## src/rtl/tbase_pkg.sv

```systemverilog
package tbase_pkg;

  // Strobes and mode the control sends to the datapath each cycle
  typedef struct packed {
    logic restartDiv;  // accepted selection write this cycle
    logic extEdge;     // synchronized rising edge of the external clock
    logic useExt;      // mode that is in force after this edge
  } tbStrobe_t;

  // Divider period in reference cycles for a 5-bit code. Codes past the
  // last valid one fold onto the slowest setting.
  function automatic int unsigned periodFor(input int unsigned code,
                                            input int unsigned maxExp);
    int unsigned lastCode;
    int unsigned c;
    int unsigned p;
    int unsigned e;
    lastCode = 3 * maxExp + 1;
    c = (code > lastCode) ? lastCode : code;
    case (c % 3)
      0:       p = 2;
      1:       p = 5;
      default: p = 1;
    endcase
    e = (c + 1) / 3;
    for (int unsigned i = 0; i < 10; i++) begin
      if (i < e) p = p * 10;
    end
    return p;
  endfunction

endpackage

```

## src/rtl/tbase_ctrl.sv

```systemverilog
module tbase_ctrl
  import tbase_pkg::*;
#(
  parameter int unsigned MAX_EXP      = 7,
  parameter int unsigned TIMER_CYCLES = 1_000_000,
  parameter int unsigned PER_W        = 26
) (
  input  logic             clk,
  input  logic             rst,
  input  logic             wrEn,
  input  logic [5:0]       wrData,
  input  logic             rdStatus,
  input  logic             extClk,
  output tbStrobe_t        strb,
  output logic [PER_W-1:0] period,
  output logic             extLevel,
  output logic             irqReq
);

  localparam int unsigned TK_W = (TIMER_CYCLES > 1) ? $clog2(TIMER_CYCLES) : 1;
  localparam logic [TK_W-1:0] TICK_LAST = TK_W'(TIMER_CYCLES - 1);
  localparam logic [PER_W-1:0] RESET_PERIOD = PER_W'(periodFor(0, MAX_EXP));

  // Selection register: decoded period plus mode
  logic             extSelQ;
  logic [PER_W-1:0] perQ;
  logic [PER_W-1:0] perDecoded;

  assign perDecoded = PER_W'(periodFor(32'(wrData[4:0]), MAX_EXP));

  always_ff @(posedge clk) begin
    if (rst) begin
      extSelQ <= 1'b0;
      perQ    <= RESET_PERIOD;
    end else if (wrEn) begin
      extSelQ <= wrData[5];
      perQ    <= perDecoded;
    end
  end

  // External clock synchronizer and rising-edge detect
  logic syncA, syncB, syncC;

  always_ff @(posedge clk) begin
    if (rst) begin
      syncA <= 1'b0;
      syncB <= 1'b0;
      syncC <= 1'b0;
    end else begin
      syncA <= extClk;
      syncB <= syncA;
      syncC <= syncB;
    end
  end

  always_comb begin
    strb.restartDiv = wrEn;
    strb.extEdge    = syncB & ~syncC;
    strb.useExt     = wrEn ? wrData[5] : extSelQ;
  end

  assign period   = perQ;
  assign extLevel = syncB;

  // Interval timer and interrupt request
  logic [TK_W-1:0] tickCnt;
  logic            tick;
  logic            irqQ;

  assign tick = (tickCnt == TICK_LAST);

  always_ff @(posedge clk) begin
    if (rst) begin
      tickCnt <= '0;
    end else if (tick) begin
      tickCnt <= '0;
    end else begin
      tickCnt <= tickCnt + 1'b1;
    end
  end

  // A tick wins over a read in the same cycle; a pending request absorbs
  // further ticks.
  always_ff @(posedge clk) begin
    if (rst) begin
      irqQ <= 1'b0;
    end else if (tick) begin
      irqQ <= 1'b1;
    end else if (rdStatus) begin
      irqQ <= 1'b0;
    end
  end

  assign irqReq = irqQ;

  AST_TIMER_RANGE: assert property (@(posedge clk) disable iff (rst)
    tickCnt <= TICK_LAST);
  AST_TICK_SETS_IRQ: assert property (@(posedge clk) disable iff (rst)
    tick |=> irqReq);
  AST_READ_CLEARS: assert property (@(posedge clk) disable iff (rst)
    (rdStatus && !tick) |=> !irqReq);
  AST_IRQ_STICKY: assert property (@(posedge clk) disable iff (rst)
    (irqReq && !rdStatus) |=> irqReq);
  AST_PERIOD_FROM_WRITE: assert property (@(posedge clk) disable iff (rst)
    wrEn |=> (period == $past(perDecoded)));

endmodule

```

## src/rtl/tbase_datapath.sv

```systemverilog
module tbase_datapath
  import tbase_pkg::*;
#(
  parameter int unsigned PER_W      = 26,
  parameter int unsigned SLOW_LIMIT = 2_500_000
) (
  input  logic             clk,
  input  logic             rst,
  input  tbStrobe_t        strb,
  input  logic [PER_W-1:0] period,
  input  logic             extLevel,
  output logic             sampleClk,
  output logic             slowClk
);

  localparam int unsigned GAP_W = $clog2(SLOW_LIMIT + 1);
  localparam logic [GAP_W-1:0] GAP_TOP = GAP_W'(SLOW_LIMIT);

  // Divider: counter, first-period holdoff and output level
  logic [PER_W-1:0] divCnt, divCntNext, halfPer;
  logic             firstPer, firstNext;
  logic             wrapNow;
  logic             divLevelNext;
  logic             outQ;

  assign halfPer = period >> 1;
  assign wrapNow = (divCnt == period - 1'b1);

  always_comb begin
    if (strb.restartDiv) begin
      divCntNext = '0;
      firstNext  = 1'b1;
    end else if (wrapNow) begin
      divCntNext = '0;
      firstNext  = 1'b0;
    end else begin
      divCntNext = divCnt + 1'b1;
      firstNext  = firstPer;
    end
    divLevelNext = ~firstNext & (divCntNext < halfPer);
  end

  always_ff @(posedge clk) begin
    if (rst) begin
      divCnt   <= '0;
      firstPer <= 1'b1;
      outQ     <= 1'b0;
    end else begin
      divCnt   <= divCntNext;
      firstPer <= firstNext;
      outQ     <= strb.useExt ? extLevel : divLevelNext;
    end
  end

  assign sampleClk = outQ;

  // Gap monitor on the external clock
  logic [GAP_W-1:0] gapCnt;
  logic             modeQ;

  always_ff @(posedge clk) begin
    if (rst) begin
      gapCnt <= '0;
      modeQ  <= 1'b0;
    end else begin
      modeQ <= strb.useExt;
      if (!strb.useExt || strb.extEdge) begin
        gapCnt <= '0;
      end else if (gapCnt != GAP_TOP) begin
        gapCnt <= gapCnt + 1'b1;
      end
    end
  end

  assign slowClk = modeQ & (gapCnt == GAP_TOP);

  AST_DIV_IN_RANGE: assert property (@(posedge clk) disable iff (rst)
    divCnt < period);
  AST_RESTART_QUIET: assert property (@(posedge clk) disable iff (rst)
    (strb.restartDiv && !strb.useExt) |=> (!sampleClk && divCnt == '0));
  AST_GAP_SATURATES: assert property (@(posedge clk) disable iff (rst)
    gapCnt <= GAP_TOP);
  AST_NO_FLAG_INTERNAL: assert property (@(posedge clk) disable iff (rst)
    !strb.useExt |=> !slowClk);
  AST_EDGE_CLEARS_FLAG: assert property (@(posedge clk) disable iff (rst)
    strb.extEdge |=> !slowClk);

endmodule

```

## src/rtl/sample_timebase.sv

```systemverilog
module sample_timebase
  import tbase_pkg::*;
#(
  parameter int unsigned MAX_EXP      = 7,
  parameter int unsigned TIMER_CYCLES = 1_000_000,
  parameter int unsigned SLOW_LIMIT   = 2_500_000
) (
  input  logic       clk,
  input  logic       rst,
  input  logic       wrEn,
  input  logic [5:0] wrData,
  input  logic       rdStatus,
  input  logic       extClk,
  output logic       sampleClk,
  output logic       irqReq,
  output logic       slowClk
);

  localparam int unsigned MAX_PERIOD = periodFor(31, MAX_EXP);
  localparam int unsigned PER_W      = $clog2(MAX_PERIOD + 1);

  tbStrobe_t        strb;
  logic [PER_W-1:0] period;
  logic             extLevel;

  tbase_ctrl #(
    .MAX_EXP      (MAX_EXP),
    .TIMER_CYCLES (TIMER_CYCLES),
    .PER_W        (PER_W)
  ) u_ctrl (
    .clk      (clk),
    .rst      (rst),
    .wrEn     (wrEn),
    .wrData   (wrData),
    .rdStatus (rdStatus),
    .extClk   (extClk),
    .strb     (strb),
    .period   (period),
    .extLevel (extLevel),
    .irqReq   (irqReq)
  );

  tbase_datapath #(
    .PER_W      (PER_W),
    .SLOW_LIMIT (SLOW_LIMIT)
  ) u_datapath (
    .clk       (clk),
    .rst       (rst),
    .strb      (strb),
    .period    (period),
    .extLevel  (extLevel),
    .sampleClk (sampleClk),
    .slowClk   (slowClk)
  );

endmodule

```

## config.mk

```make
export PLATFORM = sky130hd
export DESIGN_NAME = sample_timebase
export DESIGN_NICKNAME = d
export VERILOG_FILES = /design/src/rtl/tbase_pkg.sv /design/src/rtl/tbase_ctrl.sv /design/src/rtl/tbase_datapath.sv /design/src/rtl/sample_timebase.sv
export SDC_FILE = /design/constraint.sdc
export NUM_CORES = 1
export LEC_CHECK = 0
export BUFFER_PORTS_ARGS = -buffer_cell sky130_fd_sc_hd__buf_2
export CAP_MARGIN = 10
export CELL_PAD_IN_SITES_DETAIL_PLACEMENT = 2
export CELL_PAD_IN_SITES_GLOBAL_PLACEMENT = 2
export CORE_MARGIN = 4
export CORE_UTILIZATION = 40
export DETAILED_ROUTE_END_ITERATION = 8
export PLACE_DENSITY_LB_ADDON = 0.1
export SLEW_MARGIN = 15
export SYNTH_ARGS = -nofsm -noshare
export SYNTH_HDL_FRONTEND = slang
export SYNTH_SLANG_ARGS = --single-unit
```

## constraint.sdc

```tcl
create_clock -name clk -period 43.6 [get_ports clk]
set_input_delay 4.36 -clock clk [delete_from_list [all_inputs] [get_ports clk]]
set_output_delay 4.36 -clock clk [all_outputs]
set_load 0.01 [all_outputs]
```

# Word level (Yosys, flattened, before mapping)
# Cells that the tools add are included.
# totals
ff_bits	101
in_bits	11
output_inout_bits	3
elab_cells	76
# classes
addsub	5
mul	10
div	2
n_lt_le_gt_ge	12
n_eq_ne	5
muxes	20
bitwise_logic	5
n_reduce_logical	6
# op_table
operator	count
$mux 32	9
$mul 32x3->31 const B	8
$lt 3x32->1 const A	4
$mux 26	3
$lt 1x32->1 const A	2
$lt 2x32->1 const A	2
$lt 4x32->1 const A	2
$add 32x1->32 const B	1
$div 32x2->32 const B	1
$eq 32x1->1 const B	1
$logic_not 32->1	1
$mod 32x2->32 const B	1
$mul 32x3->25 const B	1
$add 26x1->26 const B	1
$eq 26x26->1	1
$lt 26x25->1	1
$sub 26x1->26 const B	1
$add 22x1->22 const B	1
$eq 22x22->1 const B	1
$ne 22x22->1 const B	1
$add 20x1->20 const B	1
$eq 20x20->1 const B	1
$mul 3x3->6 const B	1
$mux 1	6
9 further kinds	13

# Longest topological paths before layout
# logic_depth
word_depth	25
depth_mapped	106
ltp_nobuf	102

# Modules after synthesis
# A second synthesis with hierarchy kept.
# unflattened
cells_unflattened	2453
hier_area_um2	18521.5
# by_module_without_submodules
mod	n_inst	cells_each	area_each_um2	seq_area_each_um2
tbase_ctrl	1	1939	14530.2	1021.0
tbase_datapath	1	514	3991.3	1021.0

# Worst setup path before layout
# No wires, ideal clock.
# synth_timing
path_type	in2reg
start	in wrData[2]
end	reg u_ctrl.perQ[25], in the netlist u_ctrl.period[25]
setup_ns	0.087
t_arrival_ns	22.983
required_time_ns	43.513
setup_slack_ns	20.530
cell_stages	99
n_path_buf	1
cell_sequence	buf_4 -> a21oi_1 -> o21ai_1 -> inv_1 -> ha_1 -> nand3_1 -> nand2_1 -> ha_1 -> and3b_1 -> mux2i_1 -> a21o_1 -> a21boi_1 -> o221ai_1 -> inv_1 -> ha_1 -> inv_1 -> o2111ai_2 -> nor4_1 -> (+63 left out) -> o21ai_0 -> nand2b_1 -> a21o_1 -> a21oi_1 -> xnor2_1 -> mux2_2 -> ha_1 -> ha_1 -> o21ai_0 -> o31ai_1 -> o21ai_0 -> nand2b_1 -> a21oi_1 -> xnor2_1 -> xnor2_1 -> a32oi_1 -> nand2_1 -> o31ai_1
# synth_between
elab_chain_len	25
elab_cells_between_ends	38
cone_classes	add/sub (1); mul (10); div (2); order compare (11); eq/ne (1); mux (12); reduce/logical (1)
# synth_lines
element	line	text
from (decl)	sample_timebase.sv:11	input logic [5:0] wrData,
$gt 5x5->1	tbase_pkg.sv:19	c = (code > lastCode) ? lastCode : code;
$mux 5 *	tbase_pkg.sv:19	
parallel branches: the longest is 22 deep, another holds $add 32x1->32	-	
$mux 26 *	tbase_pkg.sv:27	if (i < e) p = p * 10;
to (signal assigned)	tbase_ctrl.sv:37	perQ <= perDecoded;
to (decl)	tbase_ctrl.sv:26	logic [PER_W-1:0] perQ;
# Every way passes the cells marked *.
# A chain may end at the register's enable or synchronous reset.

# Final worst setup path
# layout_timing
start	in wrData[4]
end	reg u_ctrl.perQ[25], in the netlist u_ctrl.period[25]
# Same word-level chain as after synthesis.

==> results.cfg <==
[sta]
setup_viol = 0
skew_ns = 0.00899
worstMarginPinSlew_ns = 0.948
fin_crit_sh_pct = 61.4
rsz0062_at_grt = false
finalHoldViolCount = 0
finalMaxSlewViolations = 0
setup_tns_ns = 0
finalCriticalPeriod_ns = 26.78
fmaxAchievable_ghz = 0.0373
layout_setup_ws_ns = 16.82
slew_headroom_pct = 36.7

[setup_path]
critPathMostFrequentCell = ha_1
crit_required_ns = 43.88
r2r_slack_ns = 37.42
ff2ff_path_depth = 27
start_kind = input port
crit_type = in -> reg
cpPeakStageDelay_ns = 0.60
cp-end-kind = flop
cp.arrival_ns = 27.05
cp_max_fo = 16
slowest_stage = mux2i_1

[layout]
fin_cells = 2962
nFillCells = 5328
final_nets = 2735
postLayoutCellArea_um2 = 18900
multi_input_area_um2 = 15200
num_antenna_cells = 0
final_layout_size_suffix_gt1_share_pct = 5.49
regArea_um2 = 2020
area_delta_synth_final_pct = 5.70

[drt]
via_per_inst = 5.93
drc = 0
ant_nets = 0
drt_iter0_markers = 764
firstDrtPassIters = 4
via_count = 17600
wl_per_cell_um = 20.8
postRouteWirelength_um = 61600

[synthesis]
synth_area_um2 = 17900
synth_edf_count = 0
yosysMostFrequentCell = ha_1
synth_top_cell_area_share_pct = 24.4
synthMuxAreaShare_pct = 2.92
synth_compound_gate_area_share_pct = 22.1
ys.flop_type = dfxtp_1
synth_top_family_by_area = adder cells
yosysUniqueCellTypes = 92
seq_area_frac_synth_pct = 11.3
ys_top_cells_by_count = 349 x ha_1, 235 x nor2_1, 216 x nand2_1
synth-simple-area-share_pct = 23.2
async_reset_ff_share_pct = 0
syn_inst = 2392
synth.avg_cell_area_um2 = 7.47
synthTopCellsByArea = ha_1 24%, dfxtp_1 11%, xnor2_1 6.9%
synth-xor-area-share_pct = 11.0
yosysTopAreaCell = ha_1
ys_ff_latch = 101
synth_fa_ha_area_share_pct = 25.4
ys_warn_count = 0

[floorplanning]
core_um2 = 44200
dieWidth_um = 219
dieArea_um2 = 48100
die_h_um = 219
boundaryPins = 14
rows = 77
start_util_pct = 40.4

[clock_network]
cts_setup_buffers = 0
clockBufferDepth = 2
clockRootBuffer = clkbuf_16
clock-sinks = 101
cts_hold_buf = 0
post_cts_resized = 0
cts-buffers-inserted = 9
htree_levels = 3
cts_tree = yes
clk_latency_ns = 0.36
clk_pin_slew_ns = 0.07

[grt]
grt-ovfl-total = 0
first_global_vias = 19100
grt_max_degree = 53
grtUsageTotal_pct = 25.4
antenna_found_initial = 0
grt_pass1_wl_um = 101000

[place]
placed_area_um2 = 18600
finalWeightedCongestion = 0.857
post-place-ws_ns = 16.54
hpwlAfterDp_um = 51400
portBuffers = 13
post-place-cells = 2948

[run]
maxCapViolCount = 0

[min_path]
hold_depth = 1
hold_path_class = reg -> reg

[run_status]
run_status = finished, final reports clean
==> critical path, delay by kind of cell <==
family | cells | cell delay, ns
simple gates | 27 | 4.58
buf+inv | 6 | 0.96
fa+ha+maj | 23 | 7.83
mux | 5 | 1.69
compound gates | 32 | 6.64
xor+xnor | 6 | 0.94
==> path summary, 6_finish.rpt <==
kind               startpoint                    to
min reg2reg      u_ctrl.syncA       u_ctrl.extLevel
max                 wrData[4]     u_ctrl.period[25]
max reg2reg  u_ctrl.period[2]  u_datapath.sampleClk
min              u_ctrl.syncA       u_ctrl.extLevel
==> per-stage QoR <==
stage	util [%]	hold slack (ns)
after global placement	42.1	0.426
final	42.7	0.470
after CTS	42.7	0.476
after detailed placement	42.1	0.462
after floorplan	-	0.414
after global routing	42.7	0.480
==> logic make-up (layout without fill, tap and decap cells) <==
| family | after synthesis | after routing |
|---|---|---|
| flops | 101 | 101 |
| simple gates | 864 | 864 |
| fa+ha+maj | 358 | 358 |
| xor+xnor | 222 | 222 |
| mux | 48 | 48 |
| buf+inv | 188 | 163 |
| compound gates | 609 | 609 |
| other cells | 2 | 5 |
==> cell usage in the layout, fill, tap and decap left out, types with 15 or more instances in the layout <==
cell type and n:
a21oi_1 172, o21bai_1 22, mux2i_1 23, nor4_1 16, nand2_1 216, nor2_1 232, and3_1 32, xor2_1 80
xnor2_1 140, nor2b_1 34, ha_1 349, o21a_1 33, nor3_1 100, a211oi_1 35, nand4_1 21, buf_4 27
and2_1 32, a21o_1 53, inv_1 109, a31oi_1 24, dfxtp_1 101, mux2_2 22, or2_2 16, or3_1 21
nand2b_1 37, o211ai_1 15, o31ai_1 15, o21ai_0 120, nand3_1 73
==> area by class of cell <==
class                      instances  share of cell area (%)
tap                              592                    3.92
timing repair buffer              40                    1.42
clock inverter                     3                   0.126
inverter                         109                    2.17
multi-input combinational       2106                    80.4
clock buffer                      11                    1.29
sequential                       101                    10.7
==> state kept, by name, summed over array words and instances (netlist names) <==
name,count
u_ctrl.period,26
u_datapath.divCnt,26
u_datapath.gapCnt,22
u_ctrl.tickCnt,20
u_ctrl.extLevel,1
u_ctrl.irqReq,1
u_ctrl.syncA,1
u_ctrl.syncC,1
u_datapath.firstPer,1
u_datapath.modeQ,1
u_datapath.sampleClk,1
==> routing by layer <==
metal / vias to the layer above / part of all wire (%) / GRT usage (%)
li1: 8599 / - / -
met1: 8781 / 50 / 35.6
met2: 135 / 47 / 43.8
met3: 41 / 1.8 / 2.33
met4: 0 / 0.89 / 2.89
met5: - / 0 / 0
Power is not shown: default switching activity piles up to over one toggle a cycle in this logic, so the estimate is an artifact.
